[src/rtl/cap_pkg.sv]
package cap_pkg;
  typedef enum logic [1:0] {
    EDGE_OFF  = 2'b00,
    EDGE_RISE = 2'b01,
    EDGE_FALL = 2'b10,
    EDGE_BOTH = 2'b11
  } edge_sel_e;

  localparam int CTRL_W      = 8;
  localparam int FLAG_HI_BIT = 7;
  localparam int FLAG_LO_BIT = 6;
  localparam int EN_HI_BIT   = 5;
  localparam int EN_LO_BIT   = 4;

  localparam logic [1:0] ADDR_CTRL   = 2'd0;
  localparam logic [1:0] ADDR_CAP_LO = 2'd1;
  localparam logic [1:0] ADDR_CAP_HI = 2'd2;
endpackage

[src/rtl/cap_rst_sync.sv]
module cap_rst_sync #(
  parameter int STAGES = 2
) (
  input  logic clk,
  input  logic rst_n,
  output logic rst_n_sync
);
  logic [STAGES-1:0] sh_q;
  logic [STAGES-1:0] sh_d;

  always_comb begin
    sh_d = {sh_q[STAGES-2:0], 1'b1};
  end

  always_ff @(posedge clk or negedge rst_n) begin
    if (!rst_n) sh_q <= '0;
    else        sh_q <= sh_d;
  end

  assign rst_n_sync = sh_q[STAGES-1];
endmodule

[src/rtl/cap_channel.sv]
module cap_channel
  import cap_pkg::*;
#(
  parameter int CNT_W       = 16,
  parameter int SYNC_STAGES = 2
) (
  input  logic             clk,
  input  logic             rst_n,
  input  logic             pin,
  input  edge_sel_e        edge_sel,
  input  logic [CNT_W-1:0] cnt_val,
  output logic             det,
  output logic [CNT_W-1:0] cap_val
);
  logic [SYNC_STAGES-1:0] sync_q, sync_d;
  logic                   prev_q;
  logic                   pin_s;
  logic                   rise, fall;
  logic [CNT_W-1:0]       cap_q, cap_d;

  assign pin_s = sync_q[SYNC_STAGES-1];

  // synchronizer shift
  always_comb begin
    sync_d = {sync_q[SYNC_STAGES-2:0], pin};
  end

  // edge classification
  always_comb begin
    rise = pin_s & ~prev_q;
    fall = ~pin_s & prev_q;
    unique case (edge_sel)
      EDGE_RISE: det = rise;
      EDGE_FALL: det = fall;
      EDGE_BOTH: det = rise | fall;
      default:   det = 1'b0;
    endcase
  end

  // capture next state with explicit load enable
  always_comb begin
    cap_d = cap_q;
    if (det) cap_d = cnt_val;
  end

  always_ff @(posedge clk or negedge rst_n) begin
    if (!rst_n) begin
      sync_q <= '0;
      prev_q <= 1'b0;
      cap_q  <= '0;
    end else begin
      sync_q <= sync_d;
      prev_q <= pin_s;
      cap_q  <= cap_d;
    end
  end

  assign cap_val = cap_q;
endmodule

[src/rtl/cap_ctrl_reg.sv]
module cap_ctrl_reg
  import cap_pkg::*;
(
  input  logic              clk,
  input  logic              rst_n,
  input  logic              wr_en,
  input  logic [CTRL_W-1:0] wdata,
  input  logic [1:0]        det,
  output logic [CTRL_W-1:0] ctrl_q
);
  logic [CTRL_W-1:0] ctrl_d;
  logic              keep_lo, keep_hi;

  always_comb begin
    // a written 0 drops the flag, a written 1 keeps it
    keep_lo = ~(wr_en & ~wdata[FLAG_LO_BIT]);
    keep_hi = ~(wr_en & ~wdata[FLAG_HI_BIT]);
    ctrl_d  = ctrl_q;
    if (wr_en) ctrl_d[EN_HI_BIT:0] = wdata[EN_HI_BIT:0];
    // hardware set is ORed last so it wins over a same-cycle clear
    ctrl_d[FLAG_LO_BIT] = (ctrl_q[FLAG_LO_BIT] & keep_lo) | det[0];
    ctrl_d[FLAG_HI_BIT] = (ctrl_q[FLAG_HI_BIT] & keep_hi) | det[1];
  end

  always_ff @(posedge clk or negedge rst_n) begin
    if (!rst_n) ctrl_q <= '0;
    else        ctrl_q <= ctrl_d;
  end
endmodule

[src/rtl/capture_pair.sv]
module capture_pair
  import cap_pkg::*;
#(
  parameter int CNT_W       = 16,
  parameter int SYNC_STAGES = 2
) (
  input  logic             clk,
  input  logic             rst_n,
  input  logic             bus_wr,
  input  logic [1:0]       bus_addr,
  input  logic [CNT_W-1:0] bus_wdata,
  output logic [CNT_W-1:0] bus_rdata,
  input  logic             pin_lo,
  input  logic             pin_hi,
  input  logic [CNT_W-1:0] cnt_val,
  output logic             irq_lo,
  output logic             irq_hi
);
  localparam int NCH = 2;

  logic                       rst_n_s;
  logic [NCH-1:0]             pins;
  logic [NCH-1:0]             det;
  logic [NCH-1:0][CNT_W-1:0]  cap_q;
  logic [CTRL_W-1:0]          ctrl_q;
  logic                       wr_ctrl;
  logic                       unused_wdata;

  assign pins         = {pin_hi, pin_lo};
  assign wr_ctrl      = bus_wr && (bus_addr == ADDR_CTRL);
  assign unused_wdata = ^bus_wdata[CNT_W-1:CTRL_W];

  cap_rst_sync #(.STAGES(2)) u_rst (
    .clk        (clk),
    .rst_n      (rst_n),
    .rst_n_sync (rst_n_s)
  );

  for (genvar c = 0; c < NCH; c++) begin : g_ch
    cap_channel #(.CNT_W(CNT_W), .SYNC_STAGES(SYNC_STAGES)) u_ch (
      .clk      (clk),
      .rst_n    (rst_n_s),
      .pin      (pins[c]),
      .edge_sel (edge_sel_e'(ctrl_q[2*c +: 2])),
      .cnt_val  (cnt_val),
      .det      (det[c]),
      .cap_val  (cap_q[c])
    );
  end

  cap_ctrl_reg u_ctrl (
    .clk    (clk),
    .rst_n  (rst_n_s),
    .wr_en  (wr_ctrl),
    .wdata  (bus_wdata[CTRL_W-1:0]),
    .det    (det),
    .ctrl_q (ctrl_q)
  );

  always_comb begin
    unique case (bus_addr)
      ADDR_CTRL:   bus_rdata = {{(CNT_W-CTRL_W){1'b0}}, ctrl_q};
      ADDR_CAP_LO: bus_rdata = cap_q[0];
      ADDR_CAP_HI: bus_rdata = cap_q[1];
      default:     bus_rdata = '0;
    endcase
  end

  assign irq_lo = ctrl_q[FLAG_LO_BIT] & ctrl_q[EN_LO_BIT];
  assign irq_hi = ctrl_q[FLAG_HI_BIT] & ctrl_q[EN_HI_BIT];
endmodule

[config.mk]
export PLATFORM = sky130hd
export DESIGN_NAME = capture_pair
export DESIGN_NICKNAME = d
export VERILOG_FILES = /design/src/rtl/cap_pkg.sv /design/src/rtl/cap_rst_sync.sv /design/src/rtl/cap_channel.sv /design/src/rtl/cap_ctrl_reg.sv /design/src/rtl/capture_pair.sv
export SDC_FILE = /design/constraint.sdc
export NUM_CORES = 1
export LEC_CHECK = 0
export BUFFER_PORTS_ARGS = -buffer_cell sky130_fd_sc_hd__buf_2
export CORE_MARGIN = 3
export CORE_UTILIZATION = 54
export DETAILED_ROUTE_END_ITERATION = 10
export GPL_TIMING_DRIVEN = 1
export PLACE_DENSITY = 0.79
export SETUP_SLACK_MARGIN = 0.1
export SLEW_MARGIN = 20
export SYNTH_ARGS = -nofsm -noshare
export SYNTH_HDL_FRONTEND = slang
export SYNTH_SLANG_ARGS = --single-unit
[constraint.sdc]
create_clock -name clk -period 1.6 [get_ports clk]
set_input_delay 0.16 -clock clk [delete_from_list [all_inputs] [get_ports clk]]
set_output_delay 0.16 -clock clk [all_outputs]
set_load 0.01 [all_outputs]
==> out/qor.yml, run 1 <==
area_growth_pct: 24.7
hold_path_depth: 2
grt_max_degree: 25
syn-num-nets: 285
grt_pass1_vias: 2230
drc: 0
end_kind: "flip-flop"
initial_core_util: 0.564
failed_checks: "negative setup slack"
ioPinCount: 57
overflow: 0
drtPass1Iterations: 5
ys_ff_latch: 48
synth_top_area_frac: 0.448
placed_cells: 348
core_area_um2: 4750
drv_slew: 0
rsz0062_at_grt: "true"
critPathKind: "reg -> reg"
drt_iter0_markers: 276
r2r_cells: 5
tns_ns: -1.30
grt_pass1_wl_um: 11500
hold_violations: 0
fin_area_um2: 3340
whs_ns: 0.0695
yosys-top-cells-count: "dfrtp_1 (48), a21oi_1 (25), a21bo_2 (23), a221o_1 (23), nand3_1 (23)"
place_congestion: 0.776
cts_tree: "built"
synth_area_leader_cell: "dfrtp_1"
yosys_most_used_dff: "dfrtp_1"
timing.final.crit_share: 1.06
die_area_um2: 5850
cts.sinks: 48
synth_edf_count: 0
synth_area_leaders: "dfrtp_1 (45%), a21bo_2 (8.6%), a221o_1 (8.6%)"
drv_cap: 0
ant_nets: 0
setup_violations: 21
p_leak_nw: 1.55
drt-total-wl_um: 7140
track_usage: 0.245
async_reset_ff_frac: 1.00
syn_area_um2: 2680
diodes: 0
routedWlPerCell_um: 19.3
path_max_fanout: 4
finClkSkew_ns: 0.00586
hold_path.class: "in -> reg"
nNetsFinal: 345
drive_gt1_frac: 0.429
seq_area_frac_synth: 0.448
vdd_drop_max_mv: 0.775
run_status: "finished, violations left"
cts_root_buf: "clkbuf_8"
placed_cell_area_um2: 3030
htreeDepth: 2
fin_crit_ns: 1.69
required_ns: 1.79
dp_hpwl_um: 4330
fillers: 362
die_h_um: 76.5
clk_pin_slew_worst_paths_ns: 0.09
io_buffers: 48
syn_avg_cell_area_um2: 11.1
rows: 25
die_x_um: 76.5
p_per_area_nw_per_um2: 1350
synth.most_common_cell: "dfrtp_1"
synthCells: 242
critical_path_arrival_ns: 1.88
vias_per_cell: 6.25
ys_warn_count: 0
clock_latency_ns: 0.30
synth_cell_types: 28
stdcell_count: 370
vias: 2314
start_kind: "flip-flop"
fmaxAchievable_mhz: 591
clk_path_buf_depth: 2
numCtsBuffers: 5
setup_slack_ns: -0.0906
antenna_found_initial: 0
-- kinds of logic (layout without fill, tap and decap cells) --
logic type	Yosys count	in the layout	synth area share
adders and majority gates	4	4	0.0187
AOI/OAI and AO/OA	95	95	0.290
DFF	48	48	0.448
muxes	23	23	0.0929
buffers and inverters	28	87	0.0518
and+or+nand+nor	43	45	0.0975
other	1	1	0.00140
-- registers in the layout, indices dropped and copies added, names as in the netlist --
name               count
g_ch.u_ch.sync_q       4
g_ch.u_ch.cap_val     32
u_ctrl.ctrl_q          8
u_rst.sh_q             2
g_ch.u_ch.prev_q       2
-- cell usage in the layout, fill, tap and decap left out, types with 8 or more instances in the layout --
master   synthesis  routed
a21bo_2         23      23
a221o_1         23      23
a21oi_1         25      25
nand2_1          8       8
buf_4            1      16
a22o_1           8       8
mux2_4           0       9
dfrtp_1         48      45
nand3_1         23      23
buf_2           12      48
mux2i_1          8       8
o21ai_1         12      12
-- path summary, 6_finish.rpt --
path / from / end / slack [ns]
min in group asynchronous: rst_n / u_rst.sh_q[1] / 0.16
min reg2reg: u_rst.sh_q[1] / u_ctrl.ctrl_q[3] / 0.18
max reg2reg: g_ch[1].u_ch.prev_q / g_ch[1].u_ch.cap_val[3] / -0.09
max in group asynchronous: u_rst.sh_q[1] / g_ch[1].u_ch.cap_val[1] / 0.96
max: g_ch[1].u_ch.prev_q / g_ch[1].u_ch.cap_val[3] / -0.09
min: bus_wdata[3] / u_ctrl.ctrl_q[3] / 0.07
-- timing repair --
item,4_1_cts,5_1_grt
hold endpoints to repair,4,0
resized for setup,20,5
hold buffers,3,0
pin swaps,7,13
setup buffers,4,4
cloned,2,1
setup endpoints to repair,34,35
-- power breakdown --
part,total (W),internal [W],switching (W)
Combinational,0.00185,0.00107,0.000776
Sequential,0.00194,0.00160,0.000333
Clock,0.000742,0.000345,0.000397
Total,0.00453,0.00302,0.00151
-- per-layer routing --
layer  track usage  vias up  routed length [um]
met3        0.0426       13                 525
li1              -     1029                   -
met4        0.0743        0                 103
met1         0.344     1153                2990
met2         0.389      119                3520
met5             0        -                   0
-- cell type report --
cell class              count  area (um^2)  share of cell area
clock buffers               6         82.6              0.0247
flip-flops and latches     48         1200               0.360
multi-input cells         168         1440               0.430
inverters                   4         15.0             0.00449
clock inverters             2         10.0             0.00299
repair buffers             75          510               0.153
well taps                  67         83.8              0.0251
-- worst max-delay path, cell delays in order, from the launching register on --
cell	delay [ns]
dfrtp_1	0.35
inv_1	0.05
ha_1	0.29
or2b_4	0.29
a31oi_4	0.27
mux2_4	0.33
-- stage by stage --
step / setup slack [ns] / utilization / power (W)
detailed placement: -0.179 / 0.637 / 0.00352
floorplan: -0.0302 / - / 0.00309
CTS: -0.0845 / 0.689 / 0.00444
global placement: -0.148 / 0.637 / 0.00346
global route: -0.126 / 0.703 / 0.00479
finish: -0.0906 / 0.703 / 0.00453
Power figures use the tool's default switching activity.
==> run 2: changes to the inputs <==
Settings changed: CAP_MARGIN from default to 20, CORE_UTILIZATION 54 to 59, PLACE_DENSITY 0.79 to 0.85.
Clock period 1.6 ns to 2.05 ns, I/O delays scaled along.
==> out/qor.yml, run 2 (same netlist as run 1, synthesis figures left out) <==
end_kind: "flip-flop"
worstPathCellList: "inv_1 > ha_1 > nand2b_1 > a21boi_2 > a221o_1"
mostFrequentLayoutCells: "buf_2 (48), dfrtp_1 (47), a21oi_1 (25)"
p_per_area_nw_per_um2: 1110
die_h_um: 73.4
cpMaxStageDelayCell: "a21boi_2"
hold_violations: 0
crit_family: "compound AO/OA/AOI/OAI gates"
drt_iter0_markers: 268
drtPass1Iterations: 4
postLayoutCoreUtil: 0.736
rows: 23
grt_pass1_vias: 2225
place_congestion: 0.850
timing.final.crit_share: 0.839
htreeDepth: 2
drv_slew: 0
cts_tree: "built"
tns_ns: 0
p_leak_nw: 1.42
routedWlPerCell_um: 19.2
required_ns: 2.29
drt-total-wl_um: 6480
tightestPinTransition_ns: 0.582
fin_crit_ns: 1.72
whs_ns: 0.103
ant_nets: 0
stdcell_count: 338
track_usage: 0.268
worstSetupStartpoint: "g_ch[0].u_ch.prev_q"
ioPinCount: 57
grt_max_degree: 27
clk_path_buf_depth: 2
crit_buf_inv: 1
overflow: 0
grt_pass1_wl_um: 10900
cts.sinks: 48
critical_path_arrival_ns: 1.96
final_common_cell: "buf_2"
worst-path-stages: 5
diodes: 0
start_kind: "flip-flop"
placed_cells: 327
largest_reg_flops: 32
cts_root_buf: "clkbuf_8"
path_max_fanout: 11
critPathKind: "reg -> reg"
initial_core_util: 0.638
clock_latency_ns: 0.31
core_area_um2: 4200
r2r_slack_ns: 0.33
drc: 0
reg2reg_to: "g_ch[0].u_ch.cap_val[13]"
r2r_cells: 5
vdd_drop_max_mv: 0.612
antenna_found_initial: 0
fmaxAchievable_mhz: 582
max_slew_margin: 0.610
critPathMaxStageDelay_ns: 0.52
area_growth_pct: 15.4
drive_gt1_frac: 0.344
finClkSkew_ns: 0.0133
reg2reg_from: "g_ch[0].u_ch.prev_q"
fillers: 305
crit_path_end: "g_ch[0].u_ch.cap_val[13]"
dp_hpwl_um: 4530
hold_path.class: "reg -> async"
numCtsBuffers: 5
die_x_um: 73.4
vias: 2206
rsz0062_at_grt: "false"
vias_per_cell: 6.53
clk_pin_slew_worst_paths_ns: 0.08
nNetsFinal: 330
run_status: "completed"
io_buffers: 48
setup_violations: 0
die_area_um2: 5390
drv_cap: 0
-- run 2: metal layers --
layer / share of wire / global-route usage / wire length (um) / vias to the layer above
met5: 0 / 0 / 0 / -
met1: 0.40 / 0.350 / 2600 / 1109
li1: - / - / - / 993
met4: 0.019 / 0.113 / 120 / 0
met2: 0.51 / 0.438 / 3330 / 92
met3: 0.065 / 0.0479 / 419 / 12
-- run 2: metrics by stage --
stage	power [W]	area (um^2)	setup WS [ns]
after global placement	0.00265	2940	0.154
after global routing	0.00362	3090	0.244
after floorplan	0.00239	2680	0.420
final	0.00342	3090	0.331
after CTS	0.00341	3080	0.109
after detailed placement	0.00273	2940	0.123
-- run 2: timing repair --
action	in CTS	in global routing
hold buffers	3	0
endpoints found under the setup margin	0	23
gates resized for setup	0	2
setup buffers	0	0
hold endpoints to repair	4	0
-- run 2: cell type report --
cell class	instances	area, um^2	share of cell area
multi-input combinational	166	1350	0.437
sequential	48	1200	0.389
timing repair buffer	62	353	0.114
clock buffer	6	72.6	0.0235
tap	50	62.6	0.0202
clock inverter	2	35.0	0.0113
inverter	4	15.0	0.00485
-- run 2: where the power goes --
group / switching (W) / internal [W] / leakage (nW)
clock network: 0.000322 / 0.000362 / 0.0552
logic: 0.000547 / 0.000683 / 0.783
registers: 0.000258 / 0.00125 / 0.578
total: 0.00113 / 0.00230 / 1.42
-- run 2: how the worst min path moves through the flow --
stage	slack, ns	from	cells after the start	to
after floorplan	-0.09	rst_n	0	u_rst.sh_q[0]
after global placement	-0.01	rst_n	1	u_rst.sh_q[0]
final	0.10	u_rst.sh_q[1]	0	g_ch[0].u_ch.cap_val[5]
after global routing	0.10	bus_wdata[2]	2	u_ctrl.ctrl_q[2]
after CTS	0.10	bus_wdata[1]	2	u_ctrl.ctrl_q[1]
after detailed placement	-0.01	rst_n	1	u_rst.sh_q[0]
-- run 2: worst register-to-register path, cell delays in order, from the launching register on --
cell      delay [ns]
dfrtp_1         0.36
inv_1           0.05
ha_1            0.27
nand2b_1        0.22
a21boi_2        0.52
a221o_1         0.25
